[src/rtl/dbgx_pkg.sv]
package dbgx_pkg;

    localparam int TAP_W       = 4;
    localparam logic [TAP_W-1:0] TAP_RUN_IDLE  = 4'hC;
    localparam logic [TAP_W-1:0] TAP_UPDATE_IR = 4'hD;

    localparam int REFILL_FETCHES = 3;
    localparam int WORD_BYTES     = 4;

    typedef enum logic [2:0] {
        XS_RUN,
        XS_HALT,
        XS_SYNC,
        XS_GAP,
        XS_REFILL
    } xstate_e;

    typedef struct packed {
        logic dclk_en;
        logic mclk_en;
    } clk_sel_t;

    function automatic clk_sel_t clk_sel_for(input xstate_e st);
        clk_sel_t c;
        c.dclk_en = (st == XS_HALT) || (st == XS_SYNC);
        c.mclk_en = (st == XS_RUN)  || (st == XS_REFILL);
        return c;
    endfunction

endpackage

[src/rtl/dbgx_restart_arm.sv]
module dbgx_restart_arm
    import dbgx_pkg::*;
#(
    parameter int IRW = 4,
    parameter logic [IRW-1:0] RESTART_IR = 4'h4
) (
    input  logic             clk,
    input  logic             rst,
    input  logic             halted,
    input  logic [TAP_W-1:0] tap_state,
    input  logic [IRW-1:0]   ir_code,
    output logic             fire
);

    logic armed;
    logic ir_is_restart;

    assign ir_is_restart = (ir_code == RESTART_IR);

    always_ff @(posedge clk) begin
        if (rst || !halted) begin
            armed <= 1'b0;
        end else if (tap_state == TAP_UPDATE_IR && ir_is_restart) begin
            armed <= 1'b1;
        end else if (!ir_is_restart) begin
            armed <= 1'b0;
        end
    end

    assign fire = halted && armed && (tap_state == TAP_RUN_IDLE);

endmodule

[src/rtl/dbgx_sync2.sv]
module dbgx_sync2 (
    input  logic clk,
    input  logic rst,
    input  logic start,
    output logic done
);

    logic req_q;
    logic s1_q;
    logic s2_q;

    always_ff @(posedge clk) begin
        if (rst || s2_q) begin
            req_q <= 1'b0;
            s1_q  <= 1'b0;
            s2_q  <= 1'b0;
        end else begin
            if (start) begin
                req_q <= 1'b1;
            end
            s1_q <= req_q;
            s2_q <= s1_q;
        end
    end

    assign done = s2_q;

endmodule

[src/rtl/dbgx_refill.sv]
module dbgx_refill
    import dbgx_pkg::*;
#(
    parameter int AW    = 32,
    parameter int N_INT = 2
) (
    input  logic          clk,
    input  logic          rst,
    input  logic          start,
    input  logic [AW-1:0] base,
    output logic          last,
    output logic          mreq_n,
    output logic          seq,
    output logic          resume,
    output logic [AW-1:0] addr
);

    localparam int TOTAL = N_INT + REFILL_FETCHES;
    localparam int CW    = $clog2(TOTAL + 1);

    logic          active;
    logic [CW-1:0] cnt;
    logic          fetching;
    logic [CW-1:0] idx;

    always_ff @(posedge clk) begin
        if (rst) begin
            active <= 1'b0;
            cnt    <= '0;
        end else if (start) begin
            active <= 1'b1;
            cnt    <= '0;
        end else if (last) begin
            active <= 1'b0;
            cnt    <= '0;
        end else if (active) begin
            cnt <= cnt + 1'b1;
        end
    end

    generate
        if (N_INT == 0) begin : g_no_internal
            assign fetching = active;
            assign idx      = cnt;
        end else begin : g_internal
            assign fetching = active && (cnt >= CW'(N_INT));
            assign idx      = cnt - CW'(N_INT);
        end
    endgenerate

    assign last   = active && (cnt == CW'(TOTAL - 1));
    assign mreq_n = !fetching;
    assign seq    = fetching && (idx != '0);
    assign resume = fetching && (idx == '0);
    assign addr   = fetching ? (base + (AW'(idx) * AW'(WORD_BYTES))) : '0;

endmodule

[src/rtl/dbgx_exit.sv]
module dbgx_exit
    import dbgx_pkg::*;
#(
    parameter int AW    = 32,
    parameter int IRW   = 4,
    parameter int N_INT = 2,
    parameter logic [IRW-1:0] RESTART_IR = 4'h4
) (
    input  logic             clk,
    input  logic             rst,
    input  logic [3:0]       tap_state,
    input  logic [IRW-1:0]   ir_code,
    input  logic             core_dbg,
    input  logic             bkpt_bit,
    input  logic             branch_load,
    input  logic [AW-1:0]    branch_target,
    output logic             dbg_ack,
    output logic             dclk_en,
    output logic             mclk_en,
    output logic             scan_sys_mode,
    output logic             resume_req,
    output logic             mreq_n,
    output logic             seq,
    output logic [AW-1:0]    fetch_addr
);

    xstate_e       state;
    logic          fire;
    logic          sync_done;
    logic          refill_last;
    logic [AW-1:0] target_q;
    clk_sel_t      csel;

    dbgx_restart_arm #(
        .IRW        (IRW),
        .RESTART_IR (RESTART_IR)
    ) u_arm (
        .clk       (clk),
        .rst       (rst),
        .halted    (state == XS_HALT),
        .tap_state (tap_state),
        .ir_code   (ir_code),
        .fire      (fire)
    );

    dbgx_sync2 u_sync (
        .clk   (clk),
        .rst   (rst),
        .start (fire),
        .done  (sync_done)
    );

    dbgx_refill #(
        .AW    (AW),
        .N_INT (N_INT)
    ) u_refill (
        .clk    (clk),
        .rst    (rst),
        .start  (state == XS_GAP),
        .base   (target_q),
        .last   (refill_last),
        .mreq_n (mreq_n),
        .seq    (seq),
        .resume (resume_req),
        .addr   (fetch_addr)
    );

    always_ff @(posedge clk) begin
        if (rst) begin
            state <= XS_RUN;
        end else begin
            unique case (state)
                XS_RUN:    if (core_dbg)    state <= XS_HALT;
                XS_HALT:   if (fire)        state <= XS_SYNC;
                XS_SYNC:   if (sync_done)   state <= XS_GAP;
                XS_GAP:                     state <= XS_REFILL;
                XS_REFILL: if (refill_last) state <= XS_RUN;
                default:                    state <= XS_RUN;
            endcase
        end
    end

    always_ff @(posedge clk) begin
        if (rst) begin
            target_q <= '0;
        end else if (state == XS_HALT && branch_load && !bkpt_bit) begin
            target_q <= branch_target;
        end
    end

    assign csel          = clk_sel_for(state);
    assign dclk_en       = csel.dclk_en;
    assign mclk_en       = csel.mclk_en;
    assign dbg_ack       = (state != XS_RUN);
    assign scan_sys_mode = (state != XS_HALT);

endmodule

[config.mk]
export PLATFORM = sky130hd
export DESIGN_NAME = dbgx_exit
export DESIGN_NICKNAME = d
export VERILOG_FILES = /design/src/rtl/dbgx_pkg.sv /design/src/rtl/dbgx_restart_arm.sv /design/src/rtl/dbgx_sync2.sv /design/src/rtl/dbgx_refill.sv /design/src/rtl/dbgx_exit.sv
export SDC_FILE = /design/constraint.sdc
export NUM_CORES = 1
export LEC_CHECK = 0
export CORE_UTILIZATION = 42
export CTS_CLUSTER_SIZE = 10
export DETAILED_ROUTE_END_ITERATION = 10
export GPL_TIMING_DRIVEN = 0
export PLACE_DENSITY_LB_ADDON = 0.2
export SYNTH_ARGS = -nofsm -noshare
export SYNTH_HDL_FRONTEND = slang
export SYNTH_SLANG_ARGS = --single-unit
export TNS_END_PERCENT = 50
[constraint.sdc]
create_clock -name clk -period 2.65 [get_ports clk]
set_input_delay 0.265 -clock clk [delete_from_list [all_inputs] [get_ports clk]]
set_output_delay 0.265 -clock clk [all_outputs]
set_load 0.03 [all_outputs]
==> metrics.md <==
| Metric | Value |
|---|---|
| Tot Pwr | 1266 uW |
| Layout cell share with drive strength beyond 1 | 21.21% |
| Ant. Diodes | 0 |
| Worst reg2reg path depth | 6 |
| Synthesized Nets | 398 |
| Final setup fails | 20 |
| Mapped Area | 2527 sq um |
| Final hold vios | 0 |
| Syn-to-layout area delta | 50.59% |
| Num ports | 84 |
| Skew-Pair Late Insertion Delay | 0.29 ns |
| CP max stage delay | 0.55 ns |
| Die area | 6332 sq um |
| Initial antenna violation count | 0 |
| CTS Sinks | 43 |
| Synth top area share | 34.06% |
| DR WL/cell | 13.86 microns |
| Drt pass-1 iters | 4 |
| First-iteration detailed-routing DRC count | 120 |
| HP Class | reg2reg |
| Setup crit end kind | primary output |
| Core area | 5642 sq um |
| Cell-by-cell trace of the critical path | inv_4, ha_4, inv_2, ha_4, a21oi_4, a2111o_1, buf_6, or3_4, a21oi_4, buf_6 |
| Post-synthesis cell type count | 45 |
| Max-cap violations | 0 |
| Avg Synthesized Cell Area | 7.326 sq um |
| Violated checks | setup timing |
| Drt via density | 5.481 |
| Via count | 2850 |
| Largest net degree at the start of global routing | 13 |
| Synth Flop Type | dfxtp_1 |
| GRT overflow | 0 |
| Worst EP arrival | 2.72 ns |
| First-pass GRT wire length | 12300 microns |
| Minimum clock period | 2.982 ns |
| Post-Synthesis Cells | 345 |
| Critical-path maximum fanout | 5 |
| CP startpoint kind | flop |
| Worst Tran Pin Value | 0.5512 ns |
| Max_slew headroom | 62.74% |
| Final wirelength | 7205 microns |
| Row count | 27 |
| TritonCTS buffer count | 5 |
| Synth top area cells | dfxtp_1 (34%), nand2_1 (12%), a21oi_1 (11%), ha_1 (3.5%), xnor2_1 (2.4%) |
| Inst Count DP | 500 |
| CTS tree | built |
| Max VDD drop | 0.2541 mV |
| Post-layout util | 67.47% |
| CP required | 2.38 ns |
| Run status | finished with violations |
| Vias in the first global route | 2641 |
| Leak | 0.001313 uW |
| Root Driver | clkbuf_8 |
| Ys async rst share | 0% |
| Max Fclk | 0.3354 GHz |
| Final instance area | 3806 sq um |
| Hold Crit Depth | 2 |
| Non-filler cells, final | 520 |
| Crit share post-route | 112.5% |
| Max Transition Viols Final | 0 |
| I/O Buffers | 83 |
| Initial Utilization | 44.80% |
| Die Width | 79.58 microns |
| Post-DRT Antenna Nets | 0 |
| Ys Warns | 0 |
| Post-DP HPWL | 5063 microns |
| RSZ-0062 raised after global routing | true |
| Critical path class | reg2out |
| Dpl cell area | 3537 sq um |
| Nets | 501 |
| Register bit total from synthesis | 43 |
| Max Root-Sink Buffers | 2 |
| Max Clock Skew | 0.004886 ns |
| Pwr/cell area | 332.7 nW/um^2 |
| Die Ht | 79.58 microns |
| Placer Congestion | 0.8167 |
| Commonest cells in the netlist | nand2_1 (81), a21oi_1 (55), dfxtp_1 (43), nor2_1 (16), inv_1 (13) |
| Clock-pin transition on the worst setup and hold timing paths | 0.08 ns |
| Slowest CP cell | a2111o_1 |
| Synth area leader | dfxtp_1 |
| Aggregate global-route resource usage | 24.44% |
| H-tree Lvls | 2 |
| Final WS setup | -0.3318 ns |
| Sequential cell area fraction in the yosys report | 34.06% |
| Post-CTS Hold Buffers | 0 |
| Number of flops mapped to enable cells by yosys | 0 |
| Filler Cell Count | 513 |
| Count leader, synth | nand2_1 |
| DRC errors left | 0 |
==> logic make-up (layout without fill, tap and decap cells) <==
group,Yosys count,count (layout),synth area share (%)
mux,2,2,0.8416
compound gates,86,87,19.51
fa+ha+maj,8,8,4.257
xor+xnor,10,10,3.466
flops,43,43,34.06
buf+inv,32,134,5.445
simple gates,164,164,32.43
==> through the flow <==
step	hold slack [ns]	setup slack [ns]	setup TNS, ns
floorplan	0.3415	-0.1045	-0.1968
global placement	0.4407	-0.8099	-14.83
detailed placement	0.4483	-0.8302	-15.57
CTS	0.4588	-0.3162	-2.276
global route	0.4792	-0.4097	-5.386
finish	0.4595	-0.3318	-3.487
==> timing repair <==
action,4_1_cts,5_1_grt
hold endpoints to repair,0,0
resized for setup,160,24
pin swaps,7,1
cloned,2,0
endpoints found under the setup margin,30,29
setup buffers,8,3
==> cell type report <==
cell class	count	area [sq um]	share of cell area, %
Buffer	19	110.1	2.893
Clock buffer	6	82.58	2.170
Clock inverter	1	5.005	0.1315
Inverter	13	51.30	1.348
Multi-Input combinational cell	271	1738	45.66
Sequential cell	43	863.3	22.68
Tap cell	72	90.09	2.367
Timing Repair Buffer	95	865.8	22.75
==> final timing paths <==
check / start / endpoint / slack, ns
hold / removal: target_q[1] / target_q[1] / 0.46
hold reg to reg: target_q[1] / target_q[1] / 0.46
setup reg to reg: state[0] / target_q[15] / 0.88
setup / recovery: u_refill.cnt[1] / fetch_addr[21] / -0.33
==> cells in the final DEF, fill, tap and decap left out, types with 5 or more instances in the layout <==
cell type / instances
inv_1: 10
nor2_1: 16
and2_1: 5
o21ai_0: 9
clkbuf_1: 8
a21oi_2: 5
nand3_1: 9
buf_2: 8
or3_1: 7
ha_1: 5
a21oi_1: 45
xnor2_1: 7
dfxtp_1: 41
clkbuf_8: 7
nand2b_1: 5
clkbuf_2: 8
clkdlybuf4s50_1: 53
nand2_1: 81
a211oi_1: 5
a21oi_4: 6
and3_1: 5
buf_4: 18
buf_6: 11
==> power by group <==
group | total [uW] | switching [uW] | internal [uW]
Sequential | 677 | 17.4 | 660
Combinational | 170 | 71.8 | 98.3
Clock | 419 | 214 | 205
==> per-layer routing <==
layer	share of wire, %	wire length (microns)	track usage (%)
met1	43	3134	32.24
met3	6.2	448	4.114
met4	1.7	126	7.273
met5	0	0	0
met2	49	3495	40.51
==> flip-flops by register name, summed over array words and instances (netlist names) <==
| register | flops |
|---|---|
| u_arm.armed | 1 |
| u_sync.req_q | 1 |
| u_refill.cnt | 3 |
| u_refill.active | 1 |
| state | 3 |
| u_sync.done | 1 |
| target_q | 32 |
| u_sync.s1_q | 1 |
==> critical path: cells and delay by family, from the launching register on <==
family                     cells  cell delay [ns]
AOI/OAI and AO/OA              3             0.76
and+or+nand+nor                1             0.34
adders and majority gates      2             0.56
DFF                            1             0.36
buffers and inverters          4             0.41
No activity file was read; power rests on OpenSTA's default activity.
